$ cat src/rtl/hist_framer_pkg.sv
package hist_framer_pkg;
  localparam int EVN_W = 20;
  typedef enum logic [1:0] {PH_IDLE, PH_HDR, PH_DATA, PH_TRL} phase_e;
  localparam logic [1:0] ST_FIRST = 2'b11;
  localparam logic [1:0] ST_MID   = 2'b10;
  localparam logic [1:0] ST_LAST  = 2'b01;
  localparam logic [7:0] MODE_HIST = 8'h02;
  localparam logic [3:0] TRIG_TYPE = 4'd5;
  localparam int HDR_WORDS = 6;
  localparam int TRL_WORDS = 2;
endpackage

$ cat src/rtl/hf_trig_latch.sv
module hf_trig_latch
  import hist_framer_pkg::*;
#(
  parameter int N_TRIG      = 2,
  parameter int SYNC_STAGES = 2
) (
  input  logic              clk_i,
  input  logic              rst_ni,
  input  logic [N_TRIG-1:0] trig_i,
  input  logic [EVN_W-1:0]  evn_i,
  output logic [EVN_W-1:0]  evn_latched_o
);
  logic [N_TRIG-1:0] sync_top;
  logic any_q, prev_q;

  for (genvar g = 0; g < N_TRIG; g++) begin : g_sync
    logic [SYNC_STAGES-1:0] chain_q;
    always_ff @(posedge clk_i or negedge rst_ni) begin
      if (!rst_ni) chain_q <= '0;
      else         chain_q <= {chain_q[SYNC_STAGES-2:0], trig_i[g]};
    end
    assign sync_top[g] = chain_q[SYNC_STAGES-1];
  end

  assign any_q = |sync_top;

  always_ff @(posedge clk_i or negedge rst_ni) begin
    if (!rst_ni) begin
      prev_q        <= 1'b0;
      evn_latched_o <= '0;
    end else begin
      prev_q <= any_q;
      if (any_q && !prev_q) evn_latched_o <= evn_i;
    end
  end
endmodule

$ cat src/rtl/hf_seq.sv
module hf_seq
  import hist_framer_pkg::*;
#(
  parameter int DATA_WORDS = 1536,
  localparam int CNT_W = $clog2(DATA_WORDS + HDR_WORDS + 1)
) (
  input  logic             clk_i,
  input  logic             rst_ni,
  input  logic             start_i,
  output phase_e           phase_o,
  output logic [CNT_W-1:0] cnt_o,
  output logic             accept_o
);
  phase_e phase_q;
  logic [CNT_W-1:0] cnt_q;

  assign accept_o = (phase_q == PH_IDLE) && start_i;
  assign phase_o  = phase_q;
  assign cnt_o    = cnt_q;

  always_ff @(posedge clk_i or negedge rst_ni) begin
    if (!rst_ni) begin
      phase_q <= PH_IDLE;
      cnt_q   <= '0;
    end else begin
      unique case (phase_q)
        PH_IDLE: if (start_i) begin
          phase_q <= PH_HDR;
          cnt_q   <= '0;
        end
        PH_HDR: if (cnt_q == CNT_W'(HDR_WORDS - 1)) begin
          phase_q <= PH_DATA;
          cnt_q   <= '0;
        end else cnt_q <= cnt_q + 1'b1;
        PH_DATA: if (cnt_q == CNT_W'(DATA_WORDS - 1)) begin
          phase_q <= PH_TRL;
          cnt_q   <= '0;
        end else cnt_q <= cnt_q + 1'b1;
        PH_TRL: if (cnt_q == CNT_W'(TRL_WORDS - 1)) begin
          phase_q <= PH_IDLE;
          cnt_q   <= '0;
        end else cnt_q <= cnt_q + 1'b1;
        default: phase_q <= PH_IDLE;
      endcase
    end
  end
endmodule

$ cat src/rtl/hf_word_mux.sv
module hf_word_mux
  import hist_framer_pkg::*;
#(
  parameter int NUM_LINKS   = 4,
  parameter int TOTAL_WORDS = 1544,
  parameter int CNT_W       = 11
) (
  input  phase_e           phase_i,
  input  logic [CNT_W-1:0] cnt_i,
  input  logic [EVN_W-1:0] evn_i,
  input  logic [EVN_W-1:0] lat_i,
  input  logic [7:0]       card_i,
  input  logic             mux_i,
  input  logic [15:0]      data_i,
  output logic [15:0]      word_o,
  output logic [1:0]       status_o
);
  always_comb begin
    word_o   = 16'h0000;
    status_o = ST_MID;
    unique case (phase_i)
      PH_HDR: begin
        unique case (cnt_i[2:0])
          3'd0: begin word_o = {8'h00, evn_i[7:0]}; status_o = ST_FIRST; end
          3'd1: word_o = {4'h0, evn_i[19:8]};
          3'd2: word_o = 16'(TOTAL_WORDS);
          3'd3: word_o = {1'b1, mux_i, 6'(NUM_LINKS - 1), MODE_HIST};
          3'd4: word_o = {lat_i[19:12], card_i};
          default: word_o = {TRIG_TYPE, lat_i[11:0]};
        endcase
      end
      PH_DATA: word_o = data_i;
      PH_TRL: begin
        if (cnt_i[0]) begin
          word_o   = {evn_i[7:0], 8'h00};
          status_o = ST_LAST;
        end
      end
      default: ;
    endcase
  end
endmodule

$ cat src/rtl/hist_framer.sv
module hist_framer
  import hist_framer_pkg::*;
#(
  parameter int NUM_LINKS     = 4,
  parameter int HIST_PER_LINK = 12,
  parameter int BINS          = 32,
  parameter int SYNC_STAGES   = 2,
  localparam int DATA_WORDS  = NUM_LINKS * HIST_PER_LINK * BINS,
  localparam int TOTAL_WORDS = DATA_WORDS + HDR_WORDS + TRL_WORDS,
  localparam int CNT_W       = $clog2(DATA_WORDS + HDR_WORDS + 1)
) (
  input  logic             clk_i,
  input  logic             rst_ni,
  input  logic             start_i,
  input  logic [EVN_W-1:0] evn_i,
  input  logic [7:0]       card_num_i,
  input  logic             mux_i,
  input  logic             trig_a_i,
  input  logic             trig_b_i,
  input  logic [15:0]      data_i,
  output logic             data_rd_o,
  output logic [15:0]      word_o,
  output logic [1:0]       status_o,
  output logic             valid_o
);
  phase_e phase_w;
  logic [CNT_W-1:0] cnt_w;
  logic accept_w;
  logic [EVN_W-1:0] lat_w, evn_q, lat_q;
  logic [7:0] card_q;
  logic mux_q;
  logic [15:0] word_w;
  logic [1:0] status_w;

  hf_trig_latch #(.N_TRIG(2), .SYNC_STAGES(SYNC_STAGES)) u_trig (
    .clk_i, .rst_ni, .trig_i({trig_b_i, trig_a_i}), .evn_i, .evn_latched_o(lat_w)
  );

  hf_seq #(.DATA_WORDS(DATA_WORDS)) u_seq (
    .clk_i, .rst_ni, .start_i, .phase_o(phase_w), .cnt_o(cnt_w), .accept_o(accept_w)
  );

  // snapshot keeps one packet self-consistent
  always_ff @(posedge clk_i or negedge rst_ni) begin
    if (!rst_ni) begin
      evn_q <= '0; lat_q <= '0; card_q <= '0; mux_q <= 1'b0;
    end else if (accept_w) begin
      evn_q <= evn_i; lat_q <= lat_w; card_q <= card_num_i; mux_q <= mux_i;
    end
  end

  hf_word_mux #(.NUM_LINKS(NUM_LINKS), .TOTAL_WORDS(TOTAL_WORDS), .CNT_W(CNT_W)) u_mux (
    .phase_i(phase_w), .cnt_i(cnt_w), .evn_i(evn_q), .lat_i(lat_q),
    .card_i(card_q), .mux_i(mux_q), .data_i, .word_o(word_w), .status_o(status_w)
  );

  assign data_rd_o = (phase_w == PH_DATA);

  always_ff @(posedge clk_i or negedge rst_ni) begin
    if (!rst_ni) begin
      valid_o <= 1'b0; word_o <= '0; status_o <= '0;
    end else begin
      valid_o  <= (phase_w != PH_IDLE);
      word_o   <= word_w;
      status_o <= (phase_w != PH_IDLE) ? status_w : 2'b00;
    end
  end
endmodule

$ cat config.mk
export PLATFORM = sky130hd
export DESIGN_NAME = hist_framer
export DESIGN_NICKNAME = d
export VERILOG_FILES = /design/src/rtl/hist_framer_pkg.sv /design/src/rtl/hf_trig_latch.sv /design/src/rtl/hf_seq.sv /design/src/rtl/hf_word_mux.sv /design/src/rtl/hist_framer.sv
export SDC_FILE = /design/constraint.sdc
export NUM_CORES = 1
export LEC_CHECK = 0
export ABC_AREA = 1
export BUFFER_PORTS_ARGS = -buffer_cell sky130_fd_sc_hd__buf_2
export CAP_MARGIN = 5
export CORE_UTILIZATION = 45
export DETAILED_ROUTE_END_ITERATION = 8
export PLACE_DENSITY = 0.67
export SLEW_MARGIN = 20
export SYNTH_ARGS = -nofsm -noshare
export SYNTH_HDL_FRONTEND = slang
export SYNTH_HIERARCHICAL = 1
export SYNTH_SLANG_ARGS = --single-unit
$ cat constraint.sdc
create_clock -name clk_i -period 1.7 [get_ports clk_i]
set_input_delay 0.085 -clock clk_i [delete_from_list [all_inputs] [get_ports clk_i]]
set_output_delay 0.085 -clock clk_i [all_outputs]
set_load 0.05 [all_outputs]
* Word level (Yosys, flattened, before mapping)
Index checks and enable logic that the tools add are counted.
** Storage, ports and cells
- Memory bits (read-only) :: 0
- Flip-flop bits (word level) :: 106
- Memories :: 0
- Output and inout port bits :: 20
- Bits of input ports :: 50
- RAM bits :: 0
- Latch bits :: 0
** Operators by class
- Shift-type cells :: 0
- Add/subtract/negate cells :: 1
- Order comparisons :: 0
- Multiplexer cells :: 17
- Bitwise gates (word level) :: 0
- $mul :: 0
- Divide/modulo/power cells :: 0
- Equality and inequality tests :: 14
- Reduce and logical (&&, ||, !) cells :: 8
** Operator list (number)
- $pmux 16 s5 :: 1
- $pmux 16 s3 :: 1
- $mux 11 :: 4
- $pmux 11 s4 :: 1
- $mux 16 :: 1
- $mux 2 :: 6
- $add 11x1->11 const B :: 1
- $eq 11x1->1 const B :: 1
- $eq 11x11->1 const B :: 1
- $eq 11x3->1 const B :: 1
- $pmux 2 s4 :: 1
- $eq 3x2->1 const B :: 2
- $ne 2x2->1 const B :: 3
- $eq 2x2->1 const B :: 2
- $pmux 2 s2 :: 1
- $reduce_and 4->1 :: 1
- $eq 3x1->1 const B :: 1
- $eq 3x3->1 const B :: 1
- $logic_not 3->1 :: 1
- $eq 2x1->1 const B :: 1
- $logic_and 1x1->1 :: 2
- $logic_not 2->1 :: 1
- $ne 2x1->1 const B :: 1
- $reduce_bool 2->1 :: 1
- 3 further kinds :: 3

* Depth between registers and ports, before layout
- Depth in word-level cells :: 4
- Depth in mapped cells :: 10

* Hierarchy
Netlist, hierarchy kept.
** Modules (own cells, without submodules)
- hist_framer :: cells each 235, area each 2363.5 um^2, instances 1
- hf_seq :: cells each 138, area each 1028.5 um^2, instances 1
- hf_trig_latch :: cells each 96, area each 964.7 um^2, instances 1
- hf_word_mux :: cells each 151, area each 754.5 um^2, instances 1

* Worst setup path before layout
Ideal clock, no wire load.
- Kind :: register to register
- From :: register u_seq.cnt_q[1] (netlist: u_seq/cnt_o[1])
- To :: register u_seq.cnt_q[0] (netlist: u_seq/cnt_o[0])
- Data required time :: 1.582 ns
- Data arrival time :: 1.455 ns
- Stages on the path, launching flop included :: 9
- Buffers on the path :: 0
- Setup slack :: 0.127 ns
- Clock period less this slack :: 1.573 ns
- Library setup time :: 0.118 ns
- Cells stage by stage :: dfrtp_1 > ha_1 > nand2_2 > nor2_4 > nand3_2 > nand2_4 > nand3_4 > nand3b_1 > nand2_1
** Between the ends
- Cells in the longest elaborated chain, start to end :: 3
** Ends and longest elaborated chain
- start, declared :: line hf_seq.sv:15 : logic [CNT_W-1:0] cnt_q;
- start signal, assigned :: line hf_seq.sv:34 : end else cnt_q <= cnt_q + 1'b1;
- start signal, assigned :: line hf_seq.sv:38 : end else cnt_q <= cnt_q + 1'b1;
- start signal, assigned :: line hf_seq.sv:42 : end else cnt_q <= cnt_q + 1'b1;
- $eq 11x1->1 (tied with other cells) :: line hf_seq.sv:39 : PH_TRL: if (cnt_q == CNT_W'(TRL_WORDS - 1)) begin
- $mux 11 (on tied branches) :: line hf_seq.sv:39, hf_seq.sv:31, hf_seq.sv:35
- $pmux 11 s4 * :: line hf_seq.sv:26 : unique case (phase_q)
Mark *: on every way between the ends. The rest lies on a longest branch, timed or not.
A chain may end at the register's enable or synchronous reset.

* Final worst setup path
- From :: register u_seq.cnt_q[8] (netlist: u_seq/cnt_o[8])
- To :: register u_seq.cnt_q[6] (netlist: u_seq/cnt_o[6])
The elaborated chain is that of the path after synthesis.

==> impl_metrics.ini <==
[critical_path]
worstPathCellList = nor3_1 -> nand2_1 -> nand2_4 -> nand3_4 -> nand3b_1 -> nand2_1
cp_slowest_cell = dfrtp_1
path_class = reg -> reg
worst_setup_path_end_kind = flip-flop
r2r_cells = 6
critPathArrivalTime_ps = 1760
required_ps = 1940
rr_endpoint = u_seq/cnt_o[6]
crit_path_start_kind = flip-flop
slowest_delay_ps = 460
critical_path.max_fanout = 10
critPathMostFrequentCell = nand2_1
timing.rr.start = u_seq/cnt_o[8]
crit_family = simple AND/OR/NAND/NOR gates
r2r_slack_ps = 180
crit_buf_inv = 0

[worst_hold_path]
min_from = data_i[9]
hold_class = in -> reg
hold_end = word_o[9]
min_path_cells = 3

[clocking]
clock_path_buffers = 2
h-tree-depth = 3
clock_latency_ps = 350
post_cts_buffers = 0
cts_tree = yes
numCtsBuffers = 9
clock-root-buffer = clkbuf_16
path_clk_slew_ps = 70
numClockSinks = 106

[timing]
post-route-period-util_pct = 89.53
setup-tns-final_ps = 0
worst_pin_slew_ps = 611.7
finalSetupViolCount = 0
hold-worst-slack_ps = 8.025
slew_headroom_pct = 59.17
fmax_ghz = 0.6570
hold_viol = 0
worst_slack_ps = 178.0
fin_skew_ps = 11.18
period_needed_ps = 1522
timing.final.max_slew_violations = 0
rsz0062_at_grt = no

[global_route]
grtUsageTotal_pct = 24.17
grt_pass1_vias = 4469
grt-ovfl-total = 0
antenna_found_initial = 0
grt_max_degree = 38
grt_pass1_wl_mm = 21.57

[synth]
synth-edff-count = 0
synth.most_common_cell = nand2_1
yosysSeqAreaShare_pct = 51.90
yosys_warnings = 6
synth.top_cells.by_count = nand2_1 (282), dfrtp_1 (106), nand3_1 (59)
synth.largest_area_cell = dfrtp_1
yosys.area.top_type_share_pct = 51.90
syn-num-nets = 677
syn_avg_cell_area_sq_um = 8.244
synth_ff_type = dfrtp_1
netlist_instances = 620
ys_async_sr_fraction_pct = 100.0
ys_ff_latch = 106
syn-cell-area_sq_mm = 0.005111
ys_types = 32
synth_area_leaders = dfrtp_1 (52%), nand2_1 (21%), nand3_1 (5.8%), buf_6 (2.0%), nor2_1 (1.9%)

[pwr]
powerDensity_mw_per_mm2 = 1539
leakage_nw = 3.405
ir_drop_uv = 992.2

[finish]
num-nets-final = 793
antenna_cells = 0
final_cell_area_sq_mm = 0.006357
syn_to_final_growth_pct = 24.38
final_util_pct = 58.14
drive_gt1_share_pct = 19.97

[place]
dp_hpwl_mm = 8.945
dp_slack_ps = 113.2
placed_cell_area_sq_mm = 0.005617
io_buffers = 69
place.gp.congestion = 0.8567

[drt]
drc = 0
ant_nets = 0
wire_per_inst_um = 14.79
wl_mm = 13.03
routed_via_density = 5.091
first_pass_iters = 5
vias = 4485
drt_iter0_drc = 246

[run]
cap_violations = 0

[die]
die_area_sq_mm = 0.01179
die_y_um = 108.6
start_util_pct = 46.74
core_area_sq_mm = 0.01094
rows = 38
num_io_pins = 70
die_w_um = 108.6

[run_status]
outcome = complete, no violations
area by class of cell:
cell class | count | area, sq um
clock buffers | 10 | 239.0
clock inverters | 6 | 60.06
fillers | 991 | 4578
inverters | 32 | 120.1
multi-input cells | 455 | 2141
flip-flops and latches | 106 | 2654
well taps | 140 | 175.2
repair buffers | 132 | 968.4
how the worst max path moves through the flow:
stage	start	endpoint	slack (ps)	depth (start not counted)
floorplan	u_seq/cnt_o[1]	u_seq/cnt_o[0]	130	8
global placement	u_seq/cnt_o[2]	u_seq/cnt_o[1]	180	7
detailed placement	u_seq/cnt_o[2]	u_seq/cnt_o[4]	110	7
CTS	u_seq/cnt_o[2]	u_seq/cnt_o[3]	30	7
global route	u_seq/cnt_o[0]	u_seq/cnt_o[7]	50	8
finish	u_seq/cnt_o[8]	u_seq/cnt_o[6]	180	6
metal layers:
metal | vias up | wire (um) | part of all wire (%) | track usage, %
met5 | - | 0 | 0 | 0
met1 | 2108 | 5837 | 45 | 31.35
met3 | 32 | 685 | 5.3 | 4.702
met4 | 0 | 461 | 3.5 | 12.26
met2 | 164 | 6043 | 46 | 38.52
li1 | 2181 | - | - | -
report_power, final:
group / internal, W / switching, W
logic: 0.00122 / 0.00258
registers: 0.00334 / 0.000578
clock network: 0.00106 / 0.000992
stage by stage:
| step | power [W] | cells |
|---|---|---|
| after floorplan | 0.006515 | 620 |
| after global placement | 0.007554 | 821 |
| after detailed placement | 0.007636 | 821 |
| after CTS | 0.009786 | 881 |
| after global routing | 0.01044 | 881 |
| final | 0.009782 | 881 |
registers in the layout (all words and copies together), names as in the netlist:
| name | count |
|---|---|
| card_q | 8 |
| evn_q | 20 |
| lat_q | 20 |
| mux_q | 1 |
| status_o | 2 |
| u_seq/cnt_o | 11 |
| u_seq/phase_o | 2 |
| u_trig/evn_latched_o | 20 |
| u_trig/g_sync.chain_q | 4 |
| u_trig/prev_q | 1 |
| valid_o | 1 |
| word_o | 16 |
worst register-to-register path, cell delays in order (launching register included):
cell,delay (ps)
dfrtp_1,460
nor3_1,380
nand2_1,160
nand2_4,100
nand3_4,130
nand3b_1,120
nand2_1,50
kinds of logic (layout without fill, tap and decap cells):
| kind of cell | count (synthesis) | in the layout | share of synthesized area [%] |
|---|---|---|---|
| AND/OR/NAND/NOR | 404 | 404 | 34.37 |
| buffers and inverters | 59 | 180 | 6.218 |
| flip-flops | 106 | 106 | 51.90 |
| XOR/XNOR | 6 | 6 | 1.028 |
| adder cells (fa/ha/maj) | 7 | 7 | 1.714 |
| AO/OA/AOI/OAI | 38 | 38 | 4.774 |
cells in the final DEF (no fill, tap or decap), types with 9 or more instances in the layout:
| cell | n |
|---|---|
| buf_2 | 68 |
| o21ai_1 | 16 |
| nand3_1 | 59 |
| nand2_1 | 282 |
| clkbuf_16 | 9 |
| dlygate4sd3_1 | 44 |
| buf_4 | 17 |
| nor2_1 | 26 |
| inv_1 | 24 |
| nand2_2 | 9 |
| dfrtp_1 | 105 |
timing repair:
| item | CTS | global route |
|---|---|---|
| endpoints found under the hold margin | 96 | 0 |
| hold buffers | 44 | 0 |
| gates resized for setup | 0 | 1 |
| setup endpoints to repair | 0 | 14 |
(Power assumes the default switching activity.)
